`src/rtl/wdog_pkg.sv`:
```
package wdog_pkg;
  typedef enum logic [1:0] {
    WD_DIS = 2'd0,
    WD_EN  = 2'd1,
    WD_PRE = 2'd2,
    WD_ACT = 2'd3
  } wd_state_e;
endpackage

```
`src/rtl/wdog_key_fsm.sv`:
```
module wdog_key_fsm
  import wdog_pkg::*;
#(
  parameter int          KEY_W    = 16,
  parameter logic [15:0] KEY_SEQ0 = 16'hA5C6,
  parameter logic [15:0] KEY_SEQ1 = 16'hDA7E
) (
  input  logic             clk_i,
  input  logic             rst_ni,
  input  logic             wr_valid_i,
  input  logic [KEY_W-1:0] key_i,
  input  logic             en_i,
  output wd_state_e        state_o,
  output logic             svc_clr_o,
  output logic             bad_key_o
);
  wd_state_e state_q, state_d;
  logic      armed_q, armed_d;
  logic      clr_q, clr_d;
  logic      is_k0, is_k1;

  assign is_k0 = (key_i == KEY_SEQ0[KEY_W-1:0]);
  assign is_k1 = (key_i == KEY_SEQ1[KEY_W-1:0]);

  always_comb begin
    state_d   = state_q;
    armed_d   = armed_q;
    clr_d     = 1'b0;
    bad_key_o = 1'b0;
    if (wr_valid_i) begin
      unique case (state_q)
        WD_DIS: if (en_i) state_d = WD_EN;
        WD_EN: begin
          if (!en_i)      state_d = WD_DIS;
          else if (is_k0) state_d = WD_PRE;
        end
        WD_PRE: begin
          if (!en_i)      state_d = WD_DIS;
          else if (is_k1) state_d = WD_ACT;
          else            state_d = WD_EN;
        end
        WD_ACT: begin
          if (is_k0) armed_d = 1'b1;
          else if (is_k1) begin
            clr_d   = armed_q;
            armed_d = 1'b0;
          end else begin
            bad_key_o = 1'b1;
            armed_d   = 1'b0;
          end
        end
        default: state_d = WD_DIS;
      endcase
    end
  end

  always_ff @(posedge clk_i or negedge rst_ni) begin
    if (!rst_ni) begin
      state_q <= WD_DIS;
      armed_q <= 1'b0;
      clr_q   <= 1'b0;
    end else begin
      state_q <= state_d;
      armed_q <= armed_d;
      clr_q   <= clr_d;
    end
  end

  assign state_o   = state_q;
  assign svc_clr_o = clr_q;
endmodule

```
`src/rtl/wdog_expiry_cmp.sv`:
```
module wdog_expiry_cmp #(
  parameter int CNT_W = 64
) (
  input  logic             clk_i,
  input  logic             rst_ni,
  input  logic             active_i,
  input  logic [CNT_W-1:0] count_i,
  input  logic [CNT_W-1:0] period_i,
  output logic             expire_o
);
  // registered so the wide compare does not sit in front of the pulse logic
  always_ff @(posedge clk_i or negedge rst_ni) begin
    if (!rst_ni) expire_o <= 1'b0;
    else         expire_o <= active_i && (count_i >= period_i);
  end
endmodule

```
`src/rtl/wdog_pulse_gen.sv`:
```
module wdog_pulse_gen #(
  parameter int PULSE_LEN = 16
) (
  input  logic clk_i,
  input  logic rst_ni,
  input  logic trig_i,
  output logic req_o
);
  localparam int CW = $clog2(PULSE_LEN + 1);
  localparam logic [CW-1:0] LEN = CW'(PULSE_LEN);

  logic [CW-1:0] cnt_q;
  logic          spent_q;

  always_ff @(posedge clk_i or negedge rst_ni) begin
    if (!rst_ni) begin
      cnt_q   <= '0;
      spent_q <= 1'b0;
    end else if (trig_i && !spent_q) begin
      cnt_q   <= LEN;
      spent_q <= 1'b1;
    end else if (cnt_q != '0) begin
      cnt_q <= cnt_q - 1'b1;
    end
  end

  assign req_o = (cnt_q != '0);
endmodule

```
`src/rtl/wdog_key_seq.sv`:
```
module wdog_key_seq
  import wdog_pkg::*;
#(
  parameter int          CNT_W     = 64,
  parameter int          KEY_W     = 16,
  parameter int          KEY_LSB   = 16,
  parameter int          EN_BIT    = 14,
  parameter int          MODE_W    = 2,
  parameter int          MODE_WDOG = 2,
  parameter int          PULSE_LEN = 16,
  parameter logic [15:0] KEY_SEQ0  = 16'hA5C6,
  parameter logic [15:0] KEY_SEQ1  = 16'hDA7E
) (
  input  logic                      clk_i,
  input  logic                      rst_ni,
  input  logic                      wr_en_i,
  input  logic [KEY_LSB+KEY_W-1:0]  wr_data_i,
  input  logic [MODE_W-1:0]         mode_i,
  input  logic [CNT_W-1:0]          count_i,
  input  logic [CNT_W-1:0]          period_i,
  output logic [1:0]                state_o,
  output logic                      cnt_clr_o,
  output logic                      rst_req_o
);
  wd_state_e  state;
  logic       wr_valid, bad_key, expire;

  assign wr_valid = wr_en_i && (mode_i == MODE_W'(MODE_WDOG));

  wdog_key_fsm #(
    .KEY_W(KEY_W), .KEY_SEQ0(KEY_SEQ0), .KEY_SEQ1(KEY_SEQ1)
  ) i_fsm (
    .clk_i, .rst_ni,
    .wr_valid_i (wr_valid),
    .key_i      (wr_data_i[KEY_LSB +: KEY_W]),
    .en_i       (wr_data_i[EN_BIT]),
    .state_o    (state),
    .svc_clr_o  (cnt_clr_o),
    .bad_key_o  (bad_key)
  );

  wdog_expiry_cmp #(.CNT_W(CNT_W)) i_cmp (
    .clk_i, .rst_ni,
    .active_i (state == WD_ACT),
    .count_i, .period_i,
    .expire_o (expire)
  );

  wdog_pulse_gen #(.PULSE_LEN(PULSE_LEN)) i_pulse (
    .clk_i, .rst_ni,
    .trig_i (bad_key || expire),
    .req_o  (rst_req_o)
  );

  assign state_o = state;
endmodule

```
`config.mk`:
```
export PLATFORM = sky130hd
export DESIGN_NAME = wdog_key_seq
export DESIGN_NICKNAME = d
export VERILOG_FILES = /design/src/rtl/wdog_pkg.sv /design/src/rtl/wdog_key_fsm.sv /design/src/rtl/wdog_expiry_cmp.sv /design/src/rtl/wdog_pulse_gen.sv /design/src/rtl/wdog_key_seq.sv
export SDC_FILE = /design/constraint.sdc
export NUM_CORES = 1
export LEC_CHECK = 0
export CORE_MARGIN = 1.5
export CORE_UTILIZATION = 36
export DETAILED_ROUTE_END_ITERATION = 10
export GPL_TIMING_DRIVEN = 0
export HOLD_SLACK_MARGIN = 0.05
export PLACE_DENSITY = 0.84
export SLEW_MARGIN = 20
export SYNTH_ARGS = -nofsm -noshare
export SYNTH_HDL_FRONTEND = slang
export SYNTH_HIERARCHICAL = 1
export SYNTH_SLANG_ARGS = --single-unit
```
`constraint.sdc`:
```
create_clock -name clk_i -period 2.5 [get_ports clk_i]
set_clock_uncertainty 0.15 [all_clocks]
set_input_delay 0.75 -clock clk_i [delete_from_list [all_inputs] [get_ports clk_i]]
set_output_delay 0.75 -clock clk_i [all_outputs]
set_load 0.01 [all_outputs]
```
==> flow_metrics.py, run 1 <==
metrics = {
    "floorplan": {
        "core_area_mm2": 0.00628,
        "initial_core_util_pct": 36.9,
        "die-area_mm2": 0.00692,
        "dieHeight_um": 83.2,
        "die_w_um": 83.2,
        "rows": 29,
        "io_pins": 169,
    },
    "cts": {
        "cts_root_buffer": "clkbuf_8",
        "cts_tree": "yes",
        "htreeDepth": 1,
        "cts_sinks": 11,
        "cts_buffers": 3,
        "cts_hold_buf": 0,
        "worstSkewPairLatency_ns": 0.23,
        "clk_pin_slew_ns": 0.05,
        "clockBufferDepth": 2,
    },
    "synth": {
        "async_flop_share_pct": 100,
        "synth_cell_types": 44,
        "syn_nets": 529,
        "synth_edf_count": 0,
        "synth_seq_area_share_pct": 11.9,
        "netlist_instances": 295,
        "avgSynthCellArea_um2": 7.85,
        "synthFlopType": "dfrtp_1",
        "yosys_warnings": 6,
        "ys_ff_latch": 11,
        "post_synth_instance_area_mm2": 0.00231,
    },
    "sta": {
        "min_period_over_period_pct": 98.8,
        "clock.fmax_ghz": 0.405,
        "setup_ws_ns": 0.0297,
        "tightest_slew_ns": 0.477,
        "worst_hold_slack_ns": 0.350,
        "setup_viol": 0,
        "slew_violations": 0,
        "slew_headroom_pct": 68.1,
        "setup_tns_ns": 0,
        "finalCriticalPeriod_ns": 2.47,
        "finalHoldViolations": 0,
    },
    "layout": {
        "area_growth_pct": 102,
        "utilization_pct": 74.6,
        "diodes": 0,
        "drive_gt1_share_pct": 25.0,
        "fillers": 467,
        "nets": 699,
    },
    "power_and_ir_drop": {
        "pwr_density_cell_mw_per_mm2": 306,
        "p_seq_share_pct": 20.7,
        "ir_drop_mv": 0.358,
        "combPwrFrac_pct": 67.4,
        "p_leak_nw": 2.45,
        "p_switching_mw": 0.524,
        "power_frac_clock_pct": 11.9,
        "internal_power_mw": 0.910,
        "power.total_mw": 1.43,
        "switching_share_pct": 36.5,
    },
    "detailed_routing": {
        "totalWireLength_mm": 8.17,
        "first_iter_violations": 49,
        "drt_pre_antenna_iters": 4,
        "vias": 2774,
        "drc": 0,
        "antenna_left": 0,
        "viasPerCell": 5.13,
        "wire_per_inst_um": 15.1,
    },
    "run_status": {
        "status": "finished, final reports clean",
    },
    "flow_run": {
        "drv_cap": 0,
    },
    "worst_hold_path": {
        "hold_class": "register to register",
    },
    "global_route": {
        "grt_use_total_pct": 21.4,
        "antenna_found_initial": 0,
        "grt_pass1_vias": 2937,
        "overflow": 0,
        "grt_max_degree": 12,
        "grt_pass1_wl_mm": 12.4,
    },
    "worst_setup_path": {
        "critPathLaunchType": "primary input",
        "critPathArrivalTime_ns": 2.47,
        "end_kind": "register",
        "critPathKind": "primary input to register",
        "critPathMaxFanout": 3,
        "path_buf_inv": 2,
        "cp_slowest_stage_delay_ns": 0.47,
        "critical_path.slowest_cell": "clkdlybuf4s50_1",
        "worst_ep_required_time_ns": 2.50,
        "cp_cell_sequence": "clkdlybuf4s50_1 > inv_2 > ha_4 > nand2_4 > nor3_4 > nand3_4 > nor3_2 > o31ai_2 > a41oi_2",
        "cp_top_family": "simple AND/OR/NAND/NOR gates",
    },
    "place": {
        "place_hpwl_mm": 6.19,
        "io_buffers": 153,
        "place_ws_ns": -0.786,
        "gp_congestion": 0.748,
    },
}
worst min-delay path: stages (launching register included):
cell,delay (ns)
dfrtp_1,0.34
a21oi_1,0.04
nor2_1,0.07
cell usage after synthesis (2+ instances only):
master,number,area (µm²)
and4bb_1,2,25.0
dfrtp_1,11,275
nand2_1,16,60.1
nand4_1,10,62.6
nand4bb_1,2,22.5
a21oi_1,31,155
inv_1,69,259
nor3_1,6,30.0
and4_1,3,26.3
nand3_1,8,40.0
mux2i_1,2,20.0
nor2_1,9,33.8
and3_1,4,25.0
a21o_1,6,45.0
ha_1,69,863
nand2b_1,4,25.0
o21ai_0,4,20.0
o21ai_1,5,25.0
nor2b_1,4,25.0
nand3b_1,3,22.5
a211oi_1,4,30.0
final timing paths:
check                                         to        startpoint  slack (ns)  depth (start not counted)
worst max-delay path              i_cmp/expire_o      period_i[42]        0.03                          9
worst min-delay path               i_fsm/armed_q     i_fsm/armed_q        0.35                          2
worst max register to register   i_pulse/spent_q  i_fsm/state_o[0]        0.77                          5
worst min register to register     i_fsm/armed_q     i_fsm/armed_q        0.35                          2
max in group asynchronous       i_pulse/cnt_q[0]            rst_ni        1.18                          1
min in group asynchronous       i_pulse/cnt_q[4]            rst_ni        0.70                          1
state kept, by name, summed over array words and instances (netlist names):
register,cells
i_fsm/state_o,2
i_fsm/armed_q,1
i_pulse/spent_q,1
i_fsm/svc_clr_o,1
i_cmp/expire_o,1
i_pulse/cnt_q,5
logic make-up (layout without fill, tap and decap cells):
kind of cell,after synthesis,in the layout,share of synthesized area (%)
xor gates and xnor gates,1,1,0.378
adders and majority gates,69,69,37.3
and+or+nand+nor,83,83,22.2
DFF,11,11,11.9
buffers and inverters,70,239,11.7
AOI/OAI and AO/OA,59,59,15.7
muxes,2,2,0.865
placed cells by master (no fill, tap or decap), types with 4 or more instances in the layout:
cell type,instances
a21o_1,6
nand3_1,6
nor2_1,8
nand2_1,12
inv_2,30
o21ai_1,4
a21oi_2,5
nand2b_1,4
dlymetal6s2s_1,38
nand4_1,10
ha_4,33
buf_4,13
ha_1,35
inv_1,39
dlygate4sd2_1,44
dfrtp_1,11
clkdlybuf4s50_1,66
a21oi_1,25
clkdlybuf4s15_1,4
layout make-up:
class | instances | area, µm² | share of cell area (%)
clock buffer | 4 | 45.0 | 0.961
sequential | 11 | 275 | 5.87
tap | 77 | 96.3 | 2.06
timing repair buffer | 166 | 1670 | 35.6
inverter | 69 | 259 | 5.53
multi-input combinational | 214 | 2340 | 49.9
repair_timing:
item / in CTS / in global routing
setup endpoints to repair: 8 / 7
endpoints found under the hold margin: 0 / 0
pin swaps: 36 / 37
gates resized for setup: 115 / 79
buffers inserted: 10 / 3
power by group through the flow:
stage          registers, mW  clock network, mW  logic (mW)
4_1_cts                0.297              0.177       0.906
3_3_place_gp           0.297                  0       0.770
5_1_grt                0.305              0.194        1.07
3_5_place_dp           0.301                  0       0.813
2_1_floorplan          0.294                  0       0.423
6_report               0.297              0.171       0.967
per-stage QoR:
stage / std cells / area [µm²]
6_report: 541 / 4690
5_1_grt: 541 / 4690
4_1_cts: 538 / 4340
3_5_place_dp: 525 / 3940
3_3_place_gp: 525 / 3940
2_1_floorplan: 295 / 2310
routing by layer:
metal  vias up  share of wire [%]  global-route usage [%]
li1       1366                  -                       -
met1      1297                 37                    22.3
met2        97                 57                    45.2
met3        14                5.0                    2.09
met4         0                1.8                    4.09
met5         -                  0                       0
Note: power is estimated with default switching activity, not from simulation.
==> inputs of run 2 (changes only) <==
Settings changed: CAP_MARGIN from default to 5.
==> results of run 2 <==
Same layout as run 1: the final DEF is identical, and so are final timing and power.
==> inputs of run 3 (changes only) <==
==> constraint.sdc (replaced) <==
create_clock -name clk_i -period 2.5 [get_ports clk_i]
set_clock_uncertainty 0.15 [all_clocks]
set_input_delay 0.375 -clock clk_i [delete_from_list [all_inputs] [get_ports clk_i]]
set_output_delay 0.375 -clock clk_i [all_outputs]
set_load 0.01 [all_outputs]
==> run 3 against run 2 <==
Against the previous run:
- wire length fell by 18%
- non-clock buffer count fell by 12
- via count fell by 5.2%
- critical path depth did not move
- combinational power fell by 16%
- die area did not move
- register-to-register slack got worse by 0.05 ns
- sequential share of layout area rose by 0.95 points
- global-route usage fell by 2.3 points
- design area fell by 14%
- critical path type unchanged
- largest power group unchanged
==> flow_metrics.py, run 3 (synthesis results as in run 1) <==
metrics = {
    "cts": {
        "cts_sinks": 11,
        "cts_hold_buf": 0,
        "worstSkewPairLatency_ns": 0.23,
        "cts_buffers": 3,
        "clockBufferDepth": 2,
        "clk_pin_slew_ns": 0.05,
        "cts_root_buffer": "clkbuf_8",
        "post_cts_buffers": 0,
        "htreeDepth": 1,
        "cts_tree": "yes",
    },
    "power_and_ir_drop": {
        "p_seq_share_pct": 23.4,
        "power_frac_clock_pct": 13.1,
        "switching_share_pct": 34.3,
        "p_leak_nw": 2.00,
        "ir_drop_mv": 0.290,
        "combPwrFrac_pct": 63.6,
        "internal_power_mw": 0.843,
        "pwr_density_cell_mw_per_mm2": 318,
        "p_switching_mw": 0.439,
    },
    "detailed_routing": {
        "first_iter_violations": 46,
        "wire_per_inst_um": 12.6,
        "drt_pre_antenna_iters": 4,
        "drc": 0,
        "viasPerCell": 4.97,
        "totalWireLength_mm": 6.69,
        "antenna_left": 0,
        "vias": 2631,
    },
    "layout": {
        "final_common_cell": "clkdlybuf4s50_1",
        "multi_input_area_mm2": 0.00182,
        "utilization_pct": 64.3,
        "largest_reg_flops": 5,
        "final_cell_mix": "clkdlybuf4s50_1 (152), inv_1 (69), ha_1 (67)",
        "drive_gt1_share_pct": 4.42,
        "diodes": 0,
        "fillers": 554,
        "top_register": "i_pulse/cnt_q",
        "nets": 687,
        "seqCellArea_um2": 275,
        "final_area_mm2": 0.00404,
        "area_growth_pct": 74.4,
    },
    "worst_setup_path": {
        "critPathArrivalTime_ns": 2.43,
        "critPathKind": "primary input to register",
        "worst_ep_required_time_ns": 2.50,
        "end_kind": "register",
        "critPathMaxFanout": 2,
        "critPathLaunchType": "primary input",
    },
    "flow_run": {
        "drv_cap": 0,
    },
    "global_route": {
        "grt_pass1_vias": 2779,
        "grt_max_degree": 12,
        "overflow": 0,
        "antenna_found_initial": 0,
        "grt_use_total_pct": 19.1,
        "grt_pass1_wl_mm": 11.2,
    },
    "sta": {
        "tightest_slew_ns": 0.475,
        "finalHoldViolations": 0,
        "min_period_over_period_pct": 97.5,
        "setup_ws_ns": 0.0631,
        "clock.fmax_ghz": 0.410,
        "slew_violations": 0,
        "slew_headroom_pct": 68.2,
        "setup_viol": 0,
        "finalCriticalPeriod_ns": 2.44,
        "rsz0062_at_grt": "false",
    },
    "floorplan": {
        "die-area_mm2": 0.00692,
        "core_area_mm2": 0.00628,
        "dieHeight_um": 83.2,
        "initial_core_util_pct": 36.9,
        "io_pins": 169,
        "rows": 29,
        "die_w_um": 83.2,
    },
    "run_status": {
        "status": "finished, final reports clean",
    },
    "place": {
        "place_ws_ns": -0.411,
        "dpl-instance-area_mm2": 0.00394,
        "gp_congestion": 0.748,
        "io_buffers": 153,
        "place_hpwl_mm": 6.19,
    },
    "worst_hold_path": {
        "hold_class": "register to register",
    },
}
run 3: cell types whose count changed in the layout (fill, tap and decap cells not counted), moves of 6 or more:
cell             change
inv_2               -30
buf_4               -13
dlygate4sd2_1       -43
dlymetal6s2s_1      -38
a21oi_1              +6
ha_1                +32
inv_1               +30
clkdlybuf4s50_1     +86
ha_4                -32
run 3: repair_timing:
item,in CTS,in global routing
resized for setup,5,6
setup endpoints to repair,2,1
pin swaps,1,6
run 3: metrics by stage:
| stage | TNS (ns) | power [mW] | hold WS, ns | instances |
|---|---|---|---|---|
| 2_1_floorplan | 0 | 0.717 | -0.0706 | 295 |
| 3_3_place_gp | -0.409 | 1.07 | 0.300 | 525 |
| 3_5_place_dp | -0.444 | 1.11 | 0.302 | 525 |
| 4_1_cts | 0 | 1.30 | 0.318 | 529 |
| 5_1_grt | 0 | 1.42 | 0.341 | 529 |
| 6_report | 0 | 1.28 | 0.314 | 529 |
run 3: area by class of cell:
class	instances	share of cell area [%]
buffer	1	0.279
clock buffer	4	1.12
inverter	69	6.42
multi-input combinational	214	45.1
sequential	11	6.82
tap	77	2.39
timing repair buffer	153	37.9
run 3: path summary, 6_finish.rpt:
check | startpoint | endpoint | slack [ns] | depth (start not counted)
min in group asynchronous | rst_ni | i_pulse/spent_q | 0.32 | 1
hold reg to reg | i_pulse/spent_q | i_pulse/spent_q | 0.31 | 1
hold / removal | i_pulse/spent_q | i_pulse/spent_q | 0.31 | 1
setup reg to reg | i_fsm/state_o[0] | i_pulse/cnt_q[1] | 0.72 | 6
max in group asynchronous | rst_ni | i_fsm/armed_q | 1.55 | 1
setup / recovery | period_i[30] | i_cmp/expire_o | 0.06 | 9
run 3: metal layers:
layer	vias to the layer above	GRT usage [%]	part of all wire [%]
li1	1345	-	-
met5	-	0	0
met1	1195	19.9	39
met2	87	40.2	56
met4	0	3.03	0.52
met3	4	2.49	4.8
run 3: critical path, cell delays in order:
cell	delay, ns
clkdlybuf4s50_1	0.46
inv_1	0.04
ha_1	0.29
and4_1	0.22
nand2_1	0.09
or4_4	0.52
nor3_4	0.13
o31ai_2	0.11
a41oi_2	0.19
run 3: power by group through the flow:
stage          combinational [mW]  clock [mW]  sequential, mW
2_1_floorplan               0.423           0           0.294
3_3_place_gp                0.770           0           0.297
3_5_place_dp                0.813           0           0.301
4_1_cts                     0.819       0.177           0.299
5_1_grt                     0.915       0.193           0.308
6_report                    0.815       0.168           0.300
